File: config.mk
export PLATFORM = sky130hd
export DESIGN_NAME = hexint_conv
export DESIGN_NICKNAME = d
export VERILOG_FILES = /design/src/rtl/hexint_pkg.sv /design/src/rtl/hexint_hex_widen.sv /design/src/rtl/hexint_bin_map.sv /design/src/rtl/hexint_out_stage.sv /design/src/rtl/hexint_conv.sv
export SDC_FILE = /design/constraint.sdc
export NUM_CORES = 1
export LEC_CHECK = 0
export ABC_AREA = 0
export BUFFER_PORTS_ARGS = -buffer_cell sky130_fd_sc_hd__buf_4
export CORE_MARGIN = 2
export CORE_UTILIZATION = 25
export DETAILED_ROUTE_END_ITERATION = 10
export HOLD_SLACK_MARGIN = 0.1
export PLACE_DENSITY = 0.5
export SETUP_SLACK_MARGIN = 0.1
export SYNTH_ARGS = -nofsm -noshare
export SYNTH_HDL_FRONTEND = slang
export SYNTH_SLANG_ARGS = --single-unit
export TNS_END_PERCENT = 1
File: constraint.sdc
create_clock -name clk -period 5.3 [get_ports clk]
set_input_delay 1.06 -clock clk [delete_from_list [all_inputs] [get_ports clk]]
set_output_delay 1.06 -clock clk [all_outputs]
set_load 0.01 [all_outputs]
File: src/rtl/hexint_pkg.sv
package hexint_pkg;
   localparam int INT_EXP_W_DEF  = 14;
   localparam int INT_FRAC_W_DEF = 56;

   typedef enum logic [1:0] {
      FMT_HEX_SHORT = 2'b00,
      FMT_HEX_LONG  = 2'b01,
      FMT_BIN_SHORT = 2'b10,
      FMT_BIN_LONG  = 2'b11
   } fmt_e;

   typedef struct packed {
      logic zero;
      logic inf;
      logic nan;
      logic denorm;
   } cls_t;

   localparam int CLS_W = $bits(cls_t);
endpackage

File: src/rtl/hexint_hex_widen.sv
module hexint_hex_widen
   import hexint_pkg::*;
#(
   parameter int ARCH_EXP_W = 7,
   parameter int FRAC_W     = 24,
   parameter int INT_EXP_W  = 14,
   parameter int INT_FRAC_W = 56
) (
   input  logic [ARCH_EXP_W-1:0] arch_exp,
   input  logic [FRAC_W-1:0]     arch_frac,
   output logic [INT_EXP_W-1:0]  int_exp,
   output logic [INT_FRAC_W-1:0] int_frac,
   output cls_t                  cls
);
   localparam int FILL_W = INT_EXP_W - ARCH_EXP_W;
   localparam int PAD_W  = INT_FRAC_W - FRAC_W;

   generate
      if (ARCH_EXP_W < 2 || FILL_W < 1) begin : g_bad_exp
         $error("hexint_hex_widen: internal exponent must be wider than architected");
      end
      if (PAD_W < 0) begin : g_bad_frac
         $error("hexint_hex_widen: fraction wider than internal fraction");
      end
   endgenerate

   // Range expansion: top bit, then its complement replicated, then the low bits.
   logic exp_top;
   assign exp_top = arch_exp[ARCH_EXP_W-1];
   assign int_exp = {exp_top, {FILL_W{~exp_top}}, arch_exp[ARCH_EXP_W-2:0]};

   generate
      if (PAD_W == 0) begin : g_frac_full
         assign int_frac = arch_frac;
      end else begin : g_frac_pad
         assign int_frac = {arch_frac, {PAD_W{1'b0}}};
      end
   endgenerate

   always_comb begin
      cls        = '0;
      cls.zero   = (arch_frac == '0);
   end
endmodule

File: src/rtl/hexint_bin_map.sv
module hexint_bin_map
   import hexint_pkg::*;
#(
   parameter int EXP_W      = 8,
   parameter int FRAC_W     = 23,
   parameter int INT_EXP_W  = 14,
   parameter int INT_FRAC_W = 56
) (
   input  logic [EXP_W-1:0]      arch_exp,
   input  logic [FRAC_W-1:0]     arch_frac,
   output logic [INT_EXP_W-1:0]  int_exp,
   output logic [INT_FRAC_W-1:0] int_frac,
   output cls_t                  cls
);
   localparam int SIG_W  = FRAC_W + 1;
   localparam int TAIL_W = INT_FRAC_W - SIG_W;
   localparam int Q_W    = EXP_W - 2;
   localparam int FILL_W = INT_EXP_W - Q_W;
   localparam logic [INT_EXP_W-1:0] INC_ONE = INT_EXP_W'(1);
   localparam logic [INT_EXP_W-1:0] INC_TWO = INT_EXP_W'(2);
   localparam logic [EXP_W-1:0]     EXP_MIN = EXP_W'(1);

   generate
      if (EXP_W < 4 || FILL_W < 1) begin : g_bad_exp
         $error("hexint_bin_map: exponent width out of range");
      end
      if (TAIL_W < 3) begin : g_bad_frac
         $error("hexint_bin_map: significand needs three spare bits for hex alignment");
      end
   endgenerate

   // field classification
   logic exp_zero, exp_ones, frac_zero;
   assign exp_zero  = (arch_exp == '0);
   assign exp_ones  = &arch_exp;
   assign frac_zero = (arch_frac == '0);

   always_comb begin
      cls.zero   = exp_zero & frac_zero;
      cls.denorm = exp_zero & ~frac_zero;
      cls.inf    = exp_ones & frac_zero;
      cls.nan    = exp_ones & ~frac_zero;
   end

   // denormals behave as biased exponent 1 without the leading one
   logic [EXP_W-1:0] eff_exp;
   logic [1:0]       rem4;
   logic [Q_W-1:0]   quot4;
   assign eff_exp = exp_zero ? EXP_MIN : arch_exp;
   assign rem4    = eff_exp[1:0];
   assign quot4   = eff_exp[EXP_W-1:2];

   // fraction: significand top-aligned, then moved right by (2 - rem4) mod 4
   logic [SIG_W-1:0]      sig;
   logic [INT_FRAC_W-1:0] sig_top;
   logic [1:0]            rshift;
   assign sig     = {~exp_zero, arch_frac};
   assign sig_top = {sig, {TAIL_W{1'b0}}};
   assign rshift  = 2'd2 - rem4;
   assign int_frac = sig_top >> rshift;

   // exponent: encoded quotient plus one, or plus two when the remainder is three
   logic [INT_EXP_W-1:0] q_enc;
   assign q_enc   = {quot4[Q_W-1], {FILL_W{~quot4[Q_W-1]}}, quot4[Q_W-2:0]};
   assign int_exp = q_enc + ((rem4 == 2'd3) ? INC_TWO : INC_ONE);
endmodule

File: src/rtl/hexint_out_stage.sv
module hexint_out_stage #(
   parameter int DATA_W  = 75,
   parameter bit REG_OUT = 1'b1
) (
   input  logic              clk,
   input  logic              rst_n,
   input  logic              valid_i,
   input  logic [DATA_W-1:0] data_i,
   output logic              valid_o,
   output logic [DATA_W-1:0] data_o
);
   generate
      if (REG_OUT) begin : g_reg
         always_ff @(posedge clk) begin
            if (!rst_n) begin
               valid_o <= 1'b0;
               data_o  <= '0;
            end else begin
               valid_o <= valid_i;
               if (valid_i) data_o <= data_i;
            end
         end
      end else begin : g_comb
         assign valid_o = valid_i;
         assign data_o  = data_i;
      end
   endgenerate
endmodule

File: src/rtl/hexint_conv.sv
module hexint_conv
   import hexint_pkg::*;
#(
   parameter int OPND_W      = 64,
   parameter int INT_EXP_W   = INT_EXP_W_DEF,
   parameter int INT_FRAC_W  = INT_FRAC_W_DEF,
   parameter int HEX_EXP_W   = 7,
   parameter int HS_FRAC_W   = 24,
   parameter int HL_FRAC_W   = 56,
   parameter int BS_EXP_W    = 8,
   parameter int BS_FRAC_W   = 23,
   parameter int BL_EXP_W    = 11,
   parameter int BL_FRAC_W   = 52,
   parameter bit REG_OUT     = 1'b1
) (
   input  logic                  clk,
   input  logic                  rst_n,
   input  logic                  in_valid,
   input  logic [1:0]            in_fmt,
   input  logic [OPND_W-1:0]     in_operand,
   output logic                  out_valid,
   output logic                  out_sign,
   output logic [INT_EXP_W-1:0]  out_exp,
   output logic [INT_FRAC_W-1:0] out_frac,
   output logic                  out_zero,
   output logic                  out_inf,
   output logic                  out_nan,
   output logic                  out_denorm
);
   localparam int SIGN_POS = OPND_W - 1;
   localparam int EXP_TOP  = OPND_W - 2;
   localparam int DATA_W   = 1 + INT_EXP_W + INT_FRAC_W + CLS_W;
   localparam int INT_BIAS = 1 << (INT_EXP_W - 1);
   localparam int HEX_BIAS = 1 << (HEX_EXP_W - 1);

   generate
      if (1 + HEX_EXP_W + HL_FRAC_W != OPND_W || 1 + BL_EXP_W + BL_FRAC_W != OPND_W) begin : g_bad_long
         $error("hexint_conv: long formats must fill the operand");
      end
      if (1 + BS_EXP_W + BS_FRAC_W > OPND_W || 1 + HEX_EXP_W + HS_FRAC_W > OPND_W) begin : g_bad_short
         $error("hexint_conv: short formats exceed the operand");
      end
   endgenerate

   // ---------------- per-format converters ----------------
   logic [INT_EXP_W-1:0]  hs_exp, hl_exp, bs_exp, bl_exp;
   logic [INT_FRAC_W-1:0] hs_frac, hl_frac, bs_frac, bl_frac;
   cls_t                  hs_cls, hl_cls, bs_cls, bl_cls;

   hexint_hex_widen #(
      .ARCH_EXP_W (HEX_EXP_W), .FRAC_W (HS_FRAC_W),
      .INT_EXP_W  (INT_EXP_W), .INT_FRAC_W (INT_FRAC_W)
   ) u_hex_short (
      .arch_exp  (in_operand[EXP_TOP -: HEX_EXP_W]),
      .arch_frac (in_operand[EXP_TOP-HEX_EXP_W -: HS_FRAC_W]),
      .int_exp   (hs_exp),
      .int_frac  (hs_frac),
      .cls       (hs_cls)
   );

   hexint_hex_widen #(
      .ARCH_EXP_W (HEX_EXP_W), .FRAC_W (HL_FRAC_W),
      .INT_EXP_W  (INT_EXP_W), .INT_FRAC_W (INT_FRAC_W)
   ) u_hex_long (
      .arch_exp  (in_operand[EXP_TOP -: HEX_EXP_W]),
      .arch_frac (in_operand[HL_FRAC_W-1:0]),
      .int_exp   (hl_exp),
      .int_frac  (hl_frac),
      .cls       (hl_cls)
   );

   hexint_bin_map #(
      .EXP_W     (BS_EXP_W),  .FRAC_W     (BS_FRAC_W),
      .INT_EXP_W (INT_EXP_W), .INT_FRAC_W (INT_FRAC_W)
   ) u_bin_short (
      .arch_exp  (in_operand[EXP_TOP -: BS_EXP_W]),
      .arch_frac (in_operand[EXP_TOP-BS_EXP_W -: BS_FRAC_W]),
      .int_exp   (bs_exp),
      .int_frac  (bs_frac),
      .cls       (bs_cls)
   );

   hexint_bin_map #(
      .EXP_W     (BL_EXP_W),  .FRAC_W     (BL_FRAC_W),
      .INT_EXP_W (INT_EXP_W), .INT_FRAC_W (INT_FRAC_W)
   ) u_bin_long (
      .arch_exp  (in_operand[EXP_TOP -: BL_EXP_W]),
      .arch_frac (in_operand[BL_FRAC_W-1:0]),
      .int_exp   (bl_exp),
      .int_frac  (bl_frac),
      .cls       (bl_cls)
   );

   // ---------------- format select ----------------
   fmt_e                  fmt;
   logic [INT_EXP_W-1:0]  nxt_exp;
   logic [INT_FRAC_W-1:0] nxt_frac;
   cls_t                  nxt_cls;
   assign fmt = fmt_e'(in_fmt);

   always_comb begin
      unique case (fmt)
         FMT_HEX_SHORT: begin nxt_exp = hs_exp; nxt_frac = hs_frac; nxt_cls = hs_cls; end
         FMT_HEX_LONG:  begin nxt_exp = hl_exp; nxt_frac = hl_frac; nxt_cls = hl_cls; end
         FMT_BIN_SHORT: begin nxt_exp = bs_exp; nxt_frac = bs_frac; nxt_cls = bs_cls; end
         default:       begin nxt_exp = bl_exp; nxt_frac = bl_frac; nxt_cls = bl_cls; end
      endcase
   end

   // ---------------- output stage ----------------
   logic [DATA_W-1:0] stage_d, stage_q;
   assign stage_d = {in_operand[SIGN_POS], nxt_exp, nxt_frac, nxt_cls};

   hexint_out_stage #(.DATA_W (DATA_W), .REG_OUT (REG_OUT)) u_out (
      .clk     (clk),
      .rst_n   (rst_n),
      .valid_i (in_valid),
      .data_i  (stage_d),
      .valid_o (out_valid),
      .data_o  (stage_q)
   );

   cls_t out_cls;
   assign {out_sign, out_exp, out_frac, out_cls} = stage_q;
   assign out_zero   = out_cls.zero;
   assign out_inf    = out_cls.inf;
   assign out_nan    = out_cls.nan;
   assign out_denorm = out_cls.denorm;

   // ---------------- assertions ----------------
   AST_HEX_EXP_VALUE: assert property (@(posedge clk) disable iff (!rst_n)
      (in_valid && !in_fmt[1]) |->
      (int'(nxt_exp) - INT_BIAS == int'(in_operand[EXP_TOP -: HEX_EXP_W]) - HEX_BIAS));

   AST_BIN_LEAD_DIGIT: assert property (@(posedge clk) disable iff (!rst_n)
      (in_valid && in_fmt[1] && (nxt_cls == '0)) |->
      (nxt_frac[INT_FRAC_W-1 -: 4] != 4'd0));

   AST_CLASS_EXCLUSIVE: assert property (@(posedge clk) disable iff (!rst_n)
      in_valid |-> $onehot0(nxt_cls));

   AST_HEX_NO_SPECIAL: assert property (@(posedge clk) disable iff (!rst_n)
      (in_valid && !in_fmt[1]) |-> !(nxt_cls.inf || nxt_cls.nan || nxt_cls.denorm));

   generate
      if (REG_OUT) begin : g_stage_checks
         AST_VALID_FOLLOWS: assert property (@(posedge clk) disable iff (!rst_n)
            in_valid |=> out_valid);

         AST_IDLE_HOLDS: assert property (@(posedge clk) disable iff (!rst_n)
            !in_valid |=> (!out_valid && $stable(out_exp) && $stable(out_frac)));

         AST_SIGN_PASSES: assert property (@(posedge clk) disable iff (!rst_n)
            in_valid |=> (out_sign == $past(in_operand[SIGN_POS])));
      end
   endgenerate
endmodule

After elaboration in Yosys (flattened, before gate mapping)
Cells that the tools add are included.
{ "totals": {"word_cells": 44, "output_inout_bits": 76, "reg_bits": 76, "input_bits": 69} }
{ "op_classes": {"n_mux": 7, "n_shift": 2, "n_eq_ne": 4, "add_sub_neg": 4, "n_bitwise": 15, "reduce_logical": 10} }
{ "op_table": {"columns": ["operator", "n"], "rows": [
  ["$pmux 56 s3", 1],
  ["$shr 56x2->56", 2],
  ["$logic_not 56->1", 1],
  ["$logic_not 52->1", 1],
  ["$add 14x14->14", 2],
  ["$pmux 14 s2", 1],
  ["$logic_not 24->1", 1],
  ["$logic_not 23->1", 1],
  ["$pmux 4 s3", 1],
  ["$logic_not 11->1", 1],
  ["$mux 11", 1],
  ["$reduce_and 11->1", 1],
  ["$and 1x1->1", 8],
  ["$logic_not 8->1", 1],
  ["$mux 8", 1],
  ["$reduce_and 8->1", 1],
  ["$not 1->1", 7],
  ["$eq 2x2->1 const B", 3],
  ["$mux 2", 2],
  ["$sub 2x2->2 const A", 2],
  ["$eq 2x1->1 const B", 1],
  ["$logic_not 2->1", 1],
  ["$reduce_or 2->1", 1]
]} }

Longest topological paths before layout
{ "depth": {"word_depth": 6, "ltp_mapped": 11, "ltp_nobuf": 9} }

Hierarchy
From an unflattened synthesis, not the netlist that was laid out.
{ "unflattened": {"cells_unflattened": 1166, "area_unflattened_um2": 10222.3} }
{ "by_module_without_submodules": {"columns": ["module", "area_per_inst_um2", "seq_area_each_um2", "cells_each", "instances"], "rows": [
  ["hexint_out_stage", 2904.0, 1521.5, 244, 1],
  ["hexint_bin_map at u_bin_long", 2615.0, 0.0, 418, 1],
  ["hexint_conv", 1791.7, 0.0, 90, 1],
  ["hexint_bin_map at u_bin_short", 1629.1, 0.0, 238, 1],
  ["hexint_hex_widen at u_hex_long", 676.9, 0.0, 93, 1],
  ["hexint_hex_widen at u_hex_short", 605.6, 0.0, 83, 1]
]} }

Worst setup path before layout
Ideal clock, no wire load.
{ "synth_timing": {"path_kind": "input-to-reg", "start": "in in_operand[57]", "end": "reg u_out.data_o[25]", "slack_ps": 2120, "arrival_ps": 3052, "required_time_ps": 5172, "stages": 9, "path_buffers": 4, "setup_ps": 128, "path_cell_list": "buf_6 -> or4_1 -> buf_2 -> o41a_4 -> and2_4 -> buf_6 -> buf_6 -> a221oi_1 -> a21oi_1"} }
{ "synth_between": {"elab_chain_cells": 5, "word_cells_on_any_way": 11, "cone_classes": "add/sub (2); shift (2); mux (3); bitwise (2); reduce/logical (2)"} }
{ "synth_lines": {"columns": ["element", "line_no", "source"], "rows": [
  ["start: declaration", "hexint_conv.sv:20", "input logic [OPND_W-1:0] in_operand,"],
  ["$logic_not 11->1 / $logic_not 8->1 (equally long branches)", "hexint_bin_map.sv:34", "assign exp_zero = (arch_exp == '0);"],
  ["$mux 11 / $mux 8 (equally long branches)", "hexint_bin_map.sv:49", "assign eff_exp = exp_zero ? EXP_MIN : arch_exp;"],
  ["$sub 2x2->2", "hexint_bin_map.sv:59", "assign rshift = 2'd2 - rem4;"],
  ["$shr 56x2->56", "hexint_bin_map.sv:60", "assign int_frac = sig_top >> rshift;"],
  ["$pmux 56 s3 (*)", "hexint_conv.sv:102", "unique case (fmt)"],
  ["end signal: assignment", "hexint_out_stage.sv:20", "if (valid_i) data_o <= data_i;"],
  ["end: declaration", "hexint_out_stage.sv:10", "output logic [DATA_W-1:0] data_o"]
]} }
Every way passes the cells marked *; elsewhere a longest branch is shown, timed or not.
A chain may end at the register's enable or synchronous reset.

Worst setup path after layout
{ "layout_timing": {"start": "in in_operand[57]", "end": "reg u_out.data_o[37]"} }
Same word-level chain as after synthesis.

==> summary.md <==
| Metric | Value |
|---|---|
| Status | `completed` |
| Maximum Capacitance Violations | `0` |
| Layout cells sized above 1 | `27.21%` |
| Max-slew headroom | `31.17%` |
| # clock sinks | `76` |
| CTS tree | `yes` |
| Htree depth | `3` |
| Die area | `25130 sq um` |
| Peak VDD IR | `about 0.11 mV` |
| Placeable core area | `approximately 23000 sq um` |
| Syn-to-layout area delta | `24.02%` |
| Critical path type | `primary input to register` |
| Initial drt markers | `a little under 700` |
| Initial antenna violation count | `0` |
| First-pass GRT wire length | `37030 um` |
| Post-route ant nets | `0` |
| Die Height | `158.5 um` |
| Critical Path RT | `5.57 ns` |
| Flip-flop and latch area | `1521 sq um` |
| Layout Nets | `~920` |
| Clock latency on the worst-skew pair | `0.34 ns` |
| Critical Path Sink Type | `register` |
| Mapped Cells | `between 700 and 800` |
| Total power | `1687 uW` |
| Period utilization | `roughly two thirds` |
| Final Skew | `0 ns` |
| Initial Util | `between 20% and 30%` |
| Synth warn | `0` |
| Row count | `between 50 and 60` |
| Leak | `approximately 0.0029 uW` |
| Remaining global-route overflow | `0` |
| Max Slew Vio Count | `0` |
| Mean Syn Cell Area | `7.694 sq um` |
| Avg Vias per Cell | `5.563` |
| Worst setup SP type | `primary input` |
| PwrDens | `227.9 nW/um^2` |
| CTS resizes | `0` |
| Synth top area share | `25.48%` |
| Hold WC Path Type | `register to register` |
| Clock-pin slew on the worst setup and hold paths | `approximately 0.060 ns` |
| Ys async rst share | `0%` |
| Multi-input gate area | `3995 sq um` |
| RePlAce Congestion | `0.8671` |
| Period minus WS final | `approximately 3.4 ns` |
| CTS Hold Bufs | `0` |
| Number of flops mapped to enable cells by yosys | `0` |
| Drt first pass iters | `5` |
| IO buf count | `144` |
| Die width | `between 150 and 200 um` |
| CP arrival | `3.71 ns` |
| Vias in the first global route | `5982` |
| #FFs+latches synth | `76` |
| DR DRC count | `0` |
| Top_reg_cell synth | `dfxtp_1` |
| # fillers | `2572` |
| TritonCTS buffer count | `9` |
| Clock root buffer | `clkbuf_16` |
| Final setup viols | `0` |
| Highest net fanout along the worst path | `20` |
| Wire per inst | `20.93 um` |
| Seq/Total Area, Yosys | `25.48%` |
| Area contributors post-synth | `dfxtp_1 (25%), mux2_2 (9.6%), o21ai_0 (6.9%)` |
| Highest clock rate | `0.2906 GHz` |
| Tightest Pin Transition | `1.032 ns` |
| Largest net degree at the start of global routing | `85` |
| Area of the mapped netlist | `5971 sq um` |
| Via count | `6498` |
| Synth unique cells | `65` |
| Drt total wl | `24450 um` |
| Dominant cell type by area after synthesis | `dfxtp_1` |
| Setup Fix Bufs, Post-CTS | `0` |
| Final Hold Fails | `0` |
| Gr usage total | `19.08%` |
| Syn Nets | `852` |
| Diode count | `0` |
| Setup TNS | `0 ns` |
| DP HPWL | `16460 um` |
| RSZ-0062 raised after global routing | `false` |
| Max clock buf depth | `2` |
| # IOs | `145` |
[metal layers]
layer / global-route usage, % / vias up / wire length [um]
met5: 0 / - / 0
met4: 5.363 / 0 / 393
met3: 3.484 / 25 / 1685
met2: 26.74 / 262 / 10350
met1: 29.26 / 3128 / 12020
li1: - / 3083 / -
[area by class of cell]
cell class | count | share of cell area, %
Clock buffer | 12 | 3.194
Clock inverter | 2 | 0.1859
Inverter | 20 | 1.014
Multi-Input combinational cell | 584 | 53.95
Sequential cell | 76 | 20.55
Tap cell | 319 | 5.390
Timing Repair Buffer | 155 | 15.71
[metrics by stage]
step           std cells  setup slack [ns]  hold WS (ns)  area (sq um)  util (%)
6_report            1168             1.858        0.4622          7405     31.55
5_1_grt             1168             1.693        0.4953          7405     31.55
4_1_cts             1168             1.847        0.4705          7405     31.55
3_5_place_dp        1154             1.488        0.4457          7154     30.48
3_3_place_gp        1154             1.535        0.4520          7154     30.48
2_1_floorplan        776             2.120        0.4775          5971         -
[cells in the final DEF (no fill, tap or decap), drive strengths merged, types with 6 or more instances in the layout]
master	count
nor4	15
a21oi	74
buf	155
a31oi	20
o21ai	82
inv	19
dfxtp	76
o221ai	14
nor2b	11
nand3	13
clkbuf	12
a21o	7
nand2	81
a221oi	40
mux2i	31
mux2	51
o211ai	10
nor3	12
nor2	15
a22oi	6
a211oi	15
[power breakdown]
part	switching (uW)	leakage [uW]	internal [uW]
sequential	23.8	0.000629	612
combinational	278	0.00212	202
clock	258	0.000122	313
total	560	0.00287	1130
[synthesized netlist by cell type (5+ instances only)]
master	count
o21ai_0	82
nand2_1	81
clkbuf_1	80
dfxtp_1	76
a21oi_1	74
mux2_2	51
a221oi_1	40
mux2i_1	31
a31oi_1	20
inv_1	19
a211oi_1	15
nor2_1	15
nor4_1	14
o221ai_1	14
nand3_1	13
nor2b_1	11
nor3_1	11
o211ai_1	10
a21o_1	7
buf_2	7
a22oi_1	6
and3_1	5
ha_1	5
or3_1	5
[logic make-up (layout without fill, tap and decap cells)]
| family | after synthesis | in the layout | share of synthesized area [%] |
|---|---|---|---|
| adders and majority gates | 7 | 7 | 1.718 |
| muxes | 82 | 82 | 14.82 |
| AOI/OAI and AO/OA | 306 | 306 | 33.59 |
| DFF | 76 | 76 | 25.48 |
| xor gates and xnor gates | 8 | 8 | 1.173 |
| and+or+nand+nor | 181 | 181 | 15.23 |
| buffers and inverters | 116 | 189 | 7.984 |
[registers in the layout, indices dropped and copies added, names as in the netlist]
signal,cells
u_out.valid_o,1
u_out.data_o,75
[worst max-delay path: stages]
cell and delay, ns:
buf_4 0.15, or4_1 0.73, o41a_4 0.53, nor3_4 0.58
buf_4 0.37, nand2_1 0.11, a41oi_1 0.18
[worst paths after layout]
path | startpoint | depth (start not counted) | slack [ns] | endpoint
hold reg to reg | u_out.data_o[69]$_SDFFE_PN0P_ | 1 | 0.46 | u_out.data_o[69]$_SDFFE_PN0P_
hold / removal | u_out.data_o[69]$_SDFFE_PN0P_ | 1 | 0.46 | u_out.data_o[69]$_SDFFE_PN0P_
setup / recovery | in_operand[57] | 7 | 1.86 | u_out.data_o[37]$_SDFFE_PN0P_
setup reg to reg | u_out.data_o[6]$_SDFFE_PN0P_ | 3 | 4.46 | u_out.data_o[6]$_SDFFE_PN0P_
No activity file was read; power rests on OpenSTA's default activity.
